`config.mk`:
```
export PLATFORM = sky130hd
export DESIGN_NAME = uart_poll_regs
export DESIGN_NICKNAME = d
export VERILOG_FILES = /design/src/rtl/uart_poll_pkg.sv /design/src/rtl/uart_poll_fifo.sv /design/src/rtl/uart_poll_err.sv /design/src/rtl/uart_poll_regs.sv
export SDC_FILE = /design/constraint.sdc
export NUM_CORES = 1
export LEC_CHECK = 0
export BUFFER_PORTS_ARGS = -buffer_cell sky130_fd_sc_hd__buf_2
export CAP_MARGIN = 20
export CORE_MARGIN = 1.5
export CORE_UTILIZATION = 55
export CTS_CLUSTER_DIAMETER = 50
export CTS_CLUSTER_SIZE = 10
export DETAILED_ROUTE_END_ITERATION = 12
export PLACE_DENSITY = 0.77
export RECOVER_POWER = 25
export SLEW_MARGIN = 10
export SYNTH_ARGS = -nofsm -noshare
export SYNTH_HDL_FRONTEND = slang
export SYNTH_SLANG_ARGS = --single-unit
```
`constraint.sdc`:
```
create_clock -name clk_i -period 2.8 [get_ports clk_i]
set_clock_uncertainty 0.15 [all_clocks]
set_input_delay 0.14 -clock clk_i [delete_from_list [all_inputs] [get_ports clk_i]]
set_output_delay 0.14 -clock clk_i [all_outputs]
set_load 0.02 [all_outputs]
```
`src/rtl/uart_poll_pkg.sv`:
```
package uart_poll_pkg;
  typedef enum logic [2:0] {
    REG_LINE = 3'd0,
    REG_FIFO = 3'd1,
    REG_CTRL = 3'd2,
    REG_STAT = 3'd3,
    REG_ERR  = 3'd4,
    REG_TXH  = 3'd5,
    REG_RXB  = 3'd6,
    REG_NONE = 3'd7
  } reg_addr_e;

  localparam int unsigned STAT_RXFULL_BIT = 8;
  localparam int unsigned STAT_TXFULL_BIT = 24;

  localparam int unsigned ERR_OVR = 0;
  localparam int unsigned ERR_PAR = 1;
  localparam int unsigned ERR_FRM = 2;
  localparam int unsigned ERR_BRK = 3;
  localparam int unsigned ERR_W   = 4;
endpackage

```
`src/rtl/uart_poll_fifo.sv`:
```
module uart_poll_fifo #(
  parameter int unsigned W     = 8,
  parameter int unsigned DEPTH = 64,
  localparam int unsigned PW   = $clog2(DEPTH),
  localparam int unsigned CW   = PW + 1
) (
  input  logic          clk_i,
  input  logic          rst_ni,
  input  logic          flush_i,
  input  logic          push_i,
  input  logic [W-1:0]  wdata_i,
  input  logic          pop_i,
  output logic [W-1:0]  rdata_o,
  output logic [CW-1:0] count_o
);
  localparam logic [CW-1:0] FULL_CNT = CW'(DEPTH);

  logic [W-1:0]  mem_q [DEPTH];
  logic [PW-1:0] wr_q, rd_q;
  logic [CW-1:0] cnt_q;
  logic          do_push, do_pop;

  assign do_push = push_i && !flush_i && (cnt_q != FULL_CNT);
  assign do_pop  = pop_i  && !flush_i && (cnt_q != '0);

  always_ff @(posedge clk_i) begin
    if (do_push) mem_q[wr_q] <= wdata_i;
  end

  always_ff @(posedge clk_i or negedge rst_ni) begin
    if (!rst_ni) begin
      wr_q  <= '0;
      rd_q  <= '0;
      cnt_q <= '0;
    end else if (flush_i) begin
      wr_q  <= '0;
      rd_q  <= '0;
      cnt_q <= '0;
    end else begin
      if (do_push) wr_q <= wr_q + 1'b1;
      if (do_pop)  rd_q <= rd_q + 1'b1;
      case ({do_push, do_pop})
        2'b10:   cnt_q <= cnt_q + 1'b1;
        2'b01:   cnt_q <= cnt_q - 1'b1;
        default: cnt_q <= cnt_q;
      endcase
    end
  end

  assign rdata_o = mem_q[rd_q];
  assign count_o = cnt_q;

  AST_COUNT_BOUND: assert property (@(posedge clk_i) disable iff (!rst_ni)
    count_o <= FULL_CNT);
  AST_FULL_NO_GROW: assert property (@(posedge clk_i) disable iff (!rst_ni)
    (count_o == FULL_CNT) && push_i && !pop_i && !flush_i |=> count_o == FULL_CNT);
  AST_FLUSH_EMPTIES: assert property (@(posedge clk_i) disable iff (!rst_ni)
    flush_i |=> count_o == '0);
endmodule

```
`src/rtl/uart_poll_err.sv`:
```
module uart_poll_err #(
  parameter int unsigned N = 4
) (
  input  logic         clk_i,
  input  logic         rst_ni,
  input  logic [N-1:0] set_i,
  input  logic         clr_i,
  output logic [N-1:0] err_o
);
  logic [N-1:0] err_q;

  // set wins over a clear in the same cycle
  always_ff @(posedge clk_i or negedge rst_ni) begin
    if (!rst_ni) err_q <= '0;
    else         err_q <= (clr_i ? '0 : err_q) | set_i;
  end

  assign err_o = err_q;

  AST_ERR_STICKY: assert property (@(posedge clk_i) disable iff (!rst_ni)
    !clr_i |=> (err_o & $past(err_o)) == $past(err_o));
  AST_ERR_SET_SEEN: assert property (@(posedge clk_i) disable iff (!rst_ni)
    clr_i |=> (err_o & ~$past(set_i)) == '0);
endmodule

```
`src/rtl/uart_poll_regs.sv`:
```
module uart_poll_regs
  import uart_poll_pkg::*;
#(
  parameter int unsigned RX_DEPTH = 64,
  parameter int unsigned TX_DEPTH = 16
) (
  input  logic        clk_i,
  input  logic        rst_ni,
  input  logic        req_i,
  input  logic        we_i,
  input  logic [2:0]  addr_i,
  input  logic [31:0] wdata_i,
  output logic [31:0] rdata_o,
  input  logic        rx_valid_i,
  input  logic [7:0]  rx_data_i,
  input  logic        brk_i,
  input  logic        frame_err_i,
  input  logic        parity_err_i,
  output logic        tx_valid_o,
  output logic [7:0]  tx_data_o,
  input  logic        tx_ready_i,
  output logic        tx_err_o,
  output logic        rx_err_o
);
  localparam int unsigned RX_PW = $clog2(RX_DEPTH);
  localparam int unsigned RX_CW = RX_PW + 1;
  localparam int unsigned TX_CW = $clog2(TX_DEPTH) + 1;
  localparam logic [RX_CW-1:0] RX_FULL_CNT = RX_CW'(RX_DEPTH);
  localparam logic [TX_CW-1:0] TX_FULL_CNT = TX_CW'(TX_DEPTH);

  reg_addr_e          sel;
  logic               rd, wr;
  logic [7:0]         line_q, fifo_q;
  logic [31:0]        ctrl_q, rdata_q, rd_val, stat;
  logic               fifo_en;
  logic [RX_CW-1:0]   rx_cnt;
  logic [TX_CW-1:0]   tx_cnt;
  logic [7:0]         rx_head;
  logic               rx_full, tx_full;
  logic               rx_push, rx_pop, tx_push, tx_pop, overrun;
  logic [ERR_W-1:0]   err_set, err;

  assign sel = reg_addr_e'(addr_i);
  assign rd  = req_i && !we_i;
  assign wr  = req_i && we_i;

  assign fifo_en = fifo_q[0];
  assign rx_full = (rx_cnt == RX_FULL_CNT);
  assign tx_full = (tx_cnt == TX_FULL_CNT);

  assign rx_push = rx_valid_i && fifo_en && !rx_full;
  assign overrun = rx_valid_i && fifo_en && rx_full;
  assign rx_pop  = rd && (sel == REG_RXB);
  assign tx_push = wr && (sel == REG_TXH) && !tx_full;
  assign tx_pop  = tx_valid_o && tx_ready_i;

  uart_poll_fifo #(.W(8), .DEPTH(RX_DEPTH)) u_rx_fifo (
    .clk_i   (clk_i),
    .rst_ni  (rst_ni),
    .flush_i (!fifo_en),
    .push_i  (rx_push),
    .wdata_i (rx_data_i),
    .pop_i   (rx_pop),
    .rdata_o (rx_head),
    .count_o (rx_cnt)
  );

  uart_poll_fifo #(.W(8), .DEPTH(TX_DEPTH)) u_tx_fifo (
    .clk_i   (clk_i),
    .rst_ni  (rst_ni),
    .flush_i (!fifo_en),
    .push_i  (tx_push),
    .wdata_i (wdata_i[7:0]),
    .pop_i   (tx_pop),
    .rdata_o (tx_data_o),
    .count_o (tx_cnt)
  );

  always_comb begin
    err_set          = '0;
    err_set[ERR_BRK] = brk_i;
    err_set[ERR_FRM] = frame_err_i;
    err_set[ERR_PAR] = parity_err_i;
    err_set[ERR_OVR] = overrun;
  end

  uart_poll_err #(.N(ERR_W)) u_err (
    .clk_i  (clk_i),
    .rst_ni (rst_ni),
    .set_i  (err_set),
    .clr_i  (rd && (sel == REG_ERR)),
    .err_o  (err)
  );

  assign tx_valid_o = (tx_cnt != '0);
  assign tx_err_o   = err[ERR_BRK];
  assign rx_err_o   = |err;

  // count field wraps at full depth; full is reported separately
  always_comb begin
    stat                  = '0;
    stat[RX_PW-1:0]       = rx_cnt[RX_PW-1:0];
    stat[STAT_RXFULL_BIT] = rx_full;
    stat[STAT_TXFULL_BIT] = tx_full;
  end

  always_comb begin
    case (sel)
      REG_LINE: rd_val = {24'd0, line_q};
      REG_FIFO: rd_val = {24'd0, fifo_q};
      REG_CTRL: rd_val = ctrl_q;
      REG_STAT: rd_val = stat;
      REG_ERR:  rd_val = {{(32-ERR_W){1'b0}}, err};
      REG_RXB:  rd_val = (rx_cnt != '0) ? {24'd0, rx_head} : 32'd0;
      default:  rd_val = 32'd0;
    endcase
  end

  always_ff @(posedge clk_i or negedge rst_ni) begin
    if (!rst_ni) begin
      line_q  <= '0;
      fifo_q  <= '0;
      ctrl_q  <= '0;
      rdata_q <= '0;
    end else begin
      if (rd) rdata_q <= rd_val;
      if (wr) begin
        case (sel)
          REG_LINE: line_q <= wdata_i[7:0];
          REG_FIFO: fifo_q <= wdata_i[7:0];
          REG_CTRL: ctrl_q <= wdata_i;
          default:  ;
        endcase
      end
    end
  end

  assign rdata_o = rdata_q;

  AST_OVERRUN_FLAG: assert property (@(posedge clk_i) disable iff (!rst_ni)
    rx_valid_i && fifo_en && rx_full |=> err[ERR_OVR]);
  AST_EMPTY_READ_ZERO: assert property (@(posedge clk_i) disable iff (!rst_ni)
    rx_pop && (rx_cnt == '0) |=> rdata_o == 32'd0);
  AST_TX_HOLD: assert property (@(posedge clk_i) disable iff (!rst_ni)
    tx_valid_o && !tx_ready_i && fifo_en |=> tx_valid_o && $stable(tx_data_o));
  AST_TX_FULL_STAYS: assert property (@(posedge clk_i) disable iff (!rst_ni)
    tx_full && !tx_ready_i && fifo_en |=> tx_full);
  AST_BREAK_IMPLIES_ANY: assert property (@(posedge clk_i) disable iff (!rst_ni)
    tx_err_o |-> rx_err_o);
  AST_RDATA_HOLD: assert property (@(posedge clk_i) disable iff (!rst_ni)
    !rd |=> $stable(rdata_o));
endmodule

```
==> reports/qor.log <==
qor: status.run_status complete, but fails checks
qor: status.failed_checks capacitance limit, slew limit
qor: layout.layout_commonest_cell edfxtp_1
qor: sta.max_freq 362 MHz
qor: clock_tree.cts_root_buffer clkbuf_16
qor: setup_path.endpoint_kind flip-flop
qor: yosys.ys_types 61
qor: yosys.postSynthAreaPerCell 17.7 sq um
qor: yosys.synth_seq_cells 756
qor: yosys.synth_top_family_by_area multiplexers
qor: yosys.synthesis.nets 1781
qor: placed_design.placement.io_buffers 94
qor: setup_path.startpoint_type flip-flop
qor: sta.unrepaired_setup_endpoints_after_global_routing true
qor: global_route.gr-usage-met2 43.2%
qor: clock_tree.cts_htree_levels 3
qor: clock_tree.clock_latency 0.65 ns
qor: layout.most-common-layout-cells edfxtp_1 (640), buf_4 (170), mux2i_1 (122)
qor: setup_path.path_max_fanout 34
qor: layout.post_layout_nonfiller_instances 2779
qor: route.drc_errors 0
qor: yosys.post_synth_mux_area_share 15.0%
qor: setup_path.cp_common_cell mux4_2
qor: sta.relSlewSlack -35.2%
qor: layout.fin_util 66.3%
qor: die.dieWidth 238 um
qor: die.placement_rows 85
qor: clock_tree.cts_tree built
qor: route.number_of_violations_reported_at_the_end_of_detailed_routing_iteration_0 1962
qor: die.die_height 238 um
qor: global_route.grt_busiest_layer met2
qor: yosys.synth_edf_count 640
qor: hold_path.worst_hold_path_type input pin to flip-flop
qor: die.count_of_boundary_i_o_pins 95
qor: clock_tree.cts-buffers-inserted 86
qor: yosys.synthCells 1717
qor: power.worst_ir_drop_vdd 0.463 mV
qor: sta.setup_viol 0
qor: route.post_drt_via_cell_ratio 6.40
qor: die.design.core.area 54200 sq um
qor: sta.fin_crit_sh 98.7%
qor: layout.synthToLayoutAreaGrowth 18.3%
qor: clock_tree.cts.path.max_buffers 3
qor: layout.multi_input_comb_area 7860 sq um
qor: setup_path.critPathBufInv 1
qor: die.initial_utilization 56.0%
qor: yosys.dominantRegCellSynth edfxtp_1
qor: yosys.yosys.area_share.simple 5.04%
qor: setup_path.cell_class_contributing_the_biggest_share_of_worst_path_delay multiplexers
qor: power.power-per-cell-area 683 nW/um^2
qor: global_route.grt_antenna_before_repair 0
qor: setup_path.critPathSlowestCell dfrtp_4
qor: layout.fillers 3396
qor: sta.slew_at_the_pin_with_the_worst_max_slew_slack 2.03 ns
qor: yosys.share_of_async_settable_or_async_resettable_flops_after_synthesis 15.3%
qor: placed_design.placed_cells_incl_taps 2587
qor: placed_design.gp_congestion 0.867
qor: clock_tree.clock_slew_seen_by_the_registers_of_the_worst_setup_and_hold_paths 0.06 ns
qor: route.firstDrtPassIters 5
qor: route.routed_wire_length_per_instance 26.6 um
qor: layout.seq_area 22100 sq um
qor: flow_run.drv_cap 2
qor: layout.num-nets-final 2104
qor: yosys.netlist_area 30400 sq um
qor: yosys.seq_area_frac_synth 72.8%
qor: global_route.use_met1 35.3%
qor: layout.post_route_cells_drive_above_1_share 27.3%
qor: global_route.grt_pass1_vias 18211
qor: sta.fin_crit 2.76 ns
qor: setup_path.setup.worst_path.class flip-flop to flip-flop
qor: route.wl 74000 um
qor: yosys.yosys.area_share.xor_xnor 0.490%
qor: sta.final_hold_vios 0
qor: sta.finalMaxSlewViolations 39
qor: yosys.yosys.area_share.adder 0.519%
qor: global_route.overflow 0
qor: clock_tree.clock-sinks 756
qor: setup_path.crit_path_cell_trace buf_12 -> mux4_2 -> mux4_2 -> mux2_2 -> nand2_1 -> nand3_1
qor: setup_path.reg2reg_setup_slack 0.04 ns
qor: setup_path.worst_ep_required_time 3.15 ns
qor: yosys.ys_warns 0
qor: global_route.grt_use_met3 5.43%
qor: global_route.grt_max_degree 65
qor: placed_design.detailedPlacementHpwl 45100 um
qor: global_route.grt_pass1_wl 111000 um
qor: die.die_area 56700 sq um
qor: yosys.compound_gate_portion_of_the_synthesized_area 4.57%
qor: route.ant_nets 0
qor: setup_path.max_stage_delay 0.68 ns
qor: setup_path.cp.arrival 3.11 ns
qor: global_route.grtUsageTotal 26.4%
qor: route.num_vias 17773
qor: power.p_leak 0.0124 uW
==> logic make-up (layout without fill, tap and decap cells) <==
| logic type | Yosys count | in the layout |
|---|---|---|
| buf+inv | 115 | 480 |
| fa+ha+maj | 12 | 12 |
| xor+xnor | 17 | 17 |
| mux | 298 | 298 |
| flops | 756 | 756 |
| simple gates | 315 | 315 |
| compound gates | 204 | 204 |
| other cells | 0 | 1 |
==> metrics by stage <==
stage,area (sq um),hold slack (ns),worst slack [ns],power (uW),TNS [ns]
finish,35900,0.119,0.0370,24500,0
detailed placement,32800,0.0360,-0.0253,14500,-0.0253
global route,35900,0.123,-0.0968,25200,-0.101
floorplan,30400,-0.306,-0.121,13800,-0.194
CTS,35900,0.00990,0.00781,24600,0
global placement,32800,0.0410,0.0582,14500,0
==> layer usage <==
metal | part of all wire [%] | vias to the layer above | routed length (um)
met5 | 0 | - | 0
met4 | 3.4 | 0 | 2500
met3 | 9.5 | 190 | 7050
met2 | 49 | 1061 | 36000
met1 | 38 | 9068 | 28400
li1 | - | 7454 | -
==> worst reg2reg max path, stage by stage, from the launching register on <==
cell and delay (ns):
dfrtp_4 0.68, buf_12 0.32, mux4_2 0.38, mux4_2 0.56, mux2_2 0.30, nand2_1 0.13, nand3_1 0.10
==> cell type report <==
type,count,area share [%]
Clock buffer,121,6.44
Inverter,17,0.178
Clock inverter,9,0.512
Antenna cell,1,0.00696
Tap cell,696,2.42
Timing Repair Buffer,333,7.01
Multi-Input combinational cell,846,21.9
Sequential cell,756,61.6
==> cells in the mapped netlist (2+ instances only) <==
cell type / number / area (sq um)
a32oi_1: 3 / 26.3
ha_1: 11 / 138
o21a_1: 2 / 15.0
xnor2_1: 13 / 114
a21oi_1: 22 / 110
buf_4: 7 / 52.6
a21o_1: 7 / 52.6
o2bb2ai_1: 2 / 17.5
nor4_1: 6 / 37.5
nand4_1: 5 / 31.3
nand3_1: 42 / 210
a22o_1: 25 / 219
nor3_4: 2 / 32.5
mux4_2: 119 / 2680
nor4_2: 2 / 25.0
a22oi_1: 15 / 113
o22ai_1: 21 / 131
a31oi_1: 10 / 62.6
nor2b_1: 10 / 62.6
dfrtp_1: 116 / 2900
mux2i_1: 122 / 1220
inv_1: 16 / 60.1
edfxtp_1: 640 / 19200
clkbuf_1: 51 / 191
and2_1: 17 / 106
or3b_2: 2 / 17.5
or3_1: 5 / 31.3
nor2_1: 104 / 390
buf_2: 30 / 150
nand2b_1: 6 / 37.5
nand2_1: 74 / 278
and3_1: 6 / 37.5
or4_1: 2 / 15.0
o221ai_1: 11 / 96.3
a211oi_1: 7 / 52.6
mux2_2: 57 / 642
nor3_1: 15 / 75.1
o211ai_1: 5 / 37.5
buf_1: 10 / 37.5
nand3b_1: 12 / 90.1
o21ai_0: 43 / 215
xor2_1: 4 / 35.0
o21ai_1: 11 / 55.1
a221oi_1: 10 / 87.6
==> power by group <==
group          switching, uW  internal [uW]
sequential               181          12500
clock                   4250           5830
combinational           1030            766
==> final timing paths <==
kind | start | to | cells after the start
max | u_rx_fifo.rd_q[1] | rdata_o[6] | 6
min | rx_data_i[4] | u_rx_fifo.mem_q[35][4] | 2
max reg2reg | u_rx_fifo.rd_q[1] | rdata_o[6] | 6
min reg2reg | ctrl_q[28] | rdata_o[28] | 1
max in group asynchronous | rst_ni | rdata_o[27] | 4
min in group asynchronous | rst_ni | u_rx_fifo.count_o[4] | 4
==> registers in the layout (all words and copies together), names as in the netlist, 5 cells and up <==
register / cells
ctrl_q: 32
fifo_q: 8
line_q: 8
rdata_o: 32
u_rx_fifo.count_o: 7
u_rx_fifo.mem_q: 512
u_rx_fifo.rd_q: 6
u_rx_fifo.wr_q: 6
u_tx_fifo.count_o: 5
u_tx_fifo.mem_q: 128
==> repair_timing <==
item                                    4_1_cts  5_1_grt
pin swaps                                     0        5
hold buffers                                 54        0
endpoints found under the setup margin        3        9
hold endpoints to repair                    477        0
gates resized for setup                       1       12
buffers inserted                              2        5
Note: power is estimated with default switching activity, not from simulation.
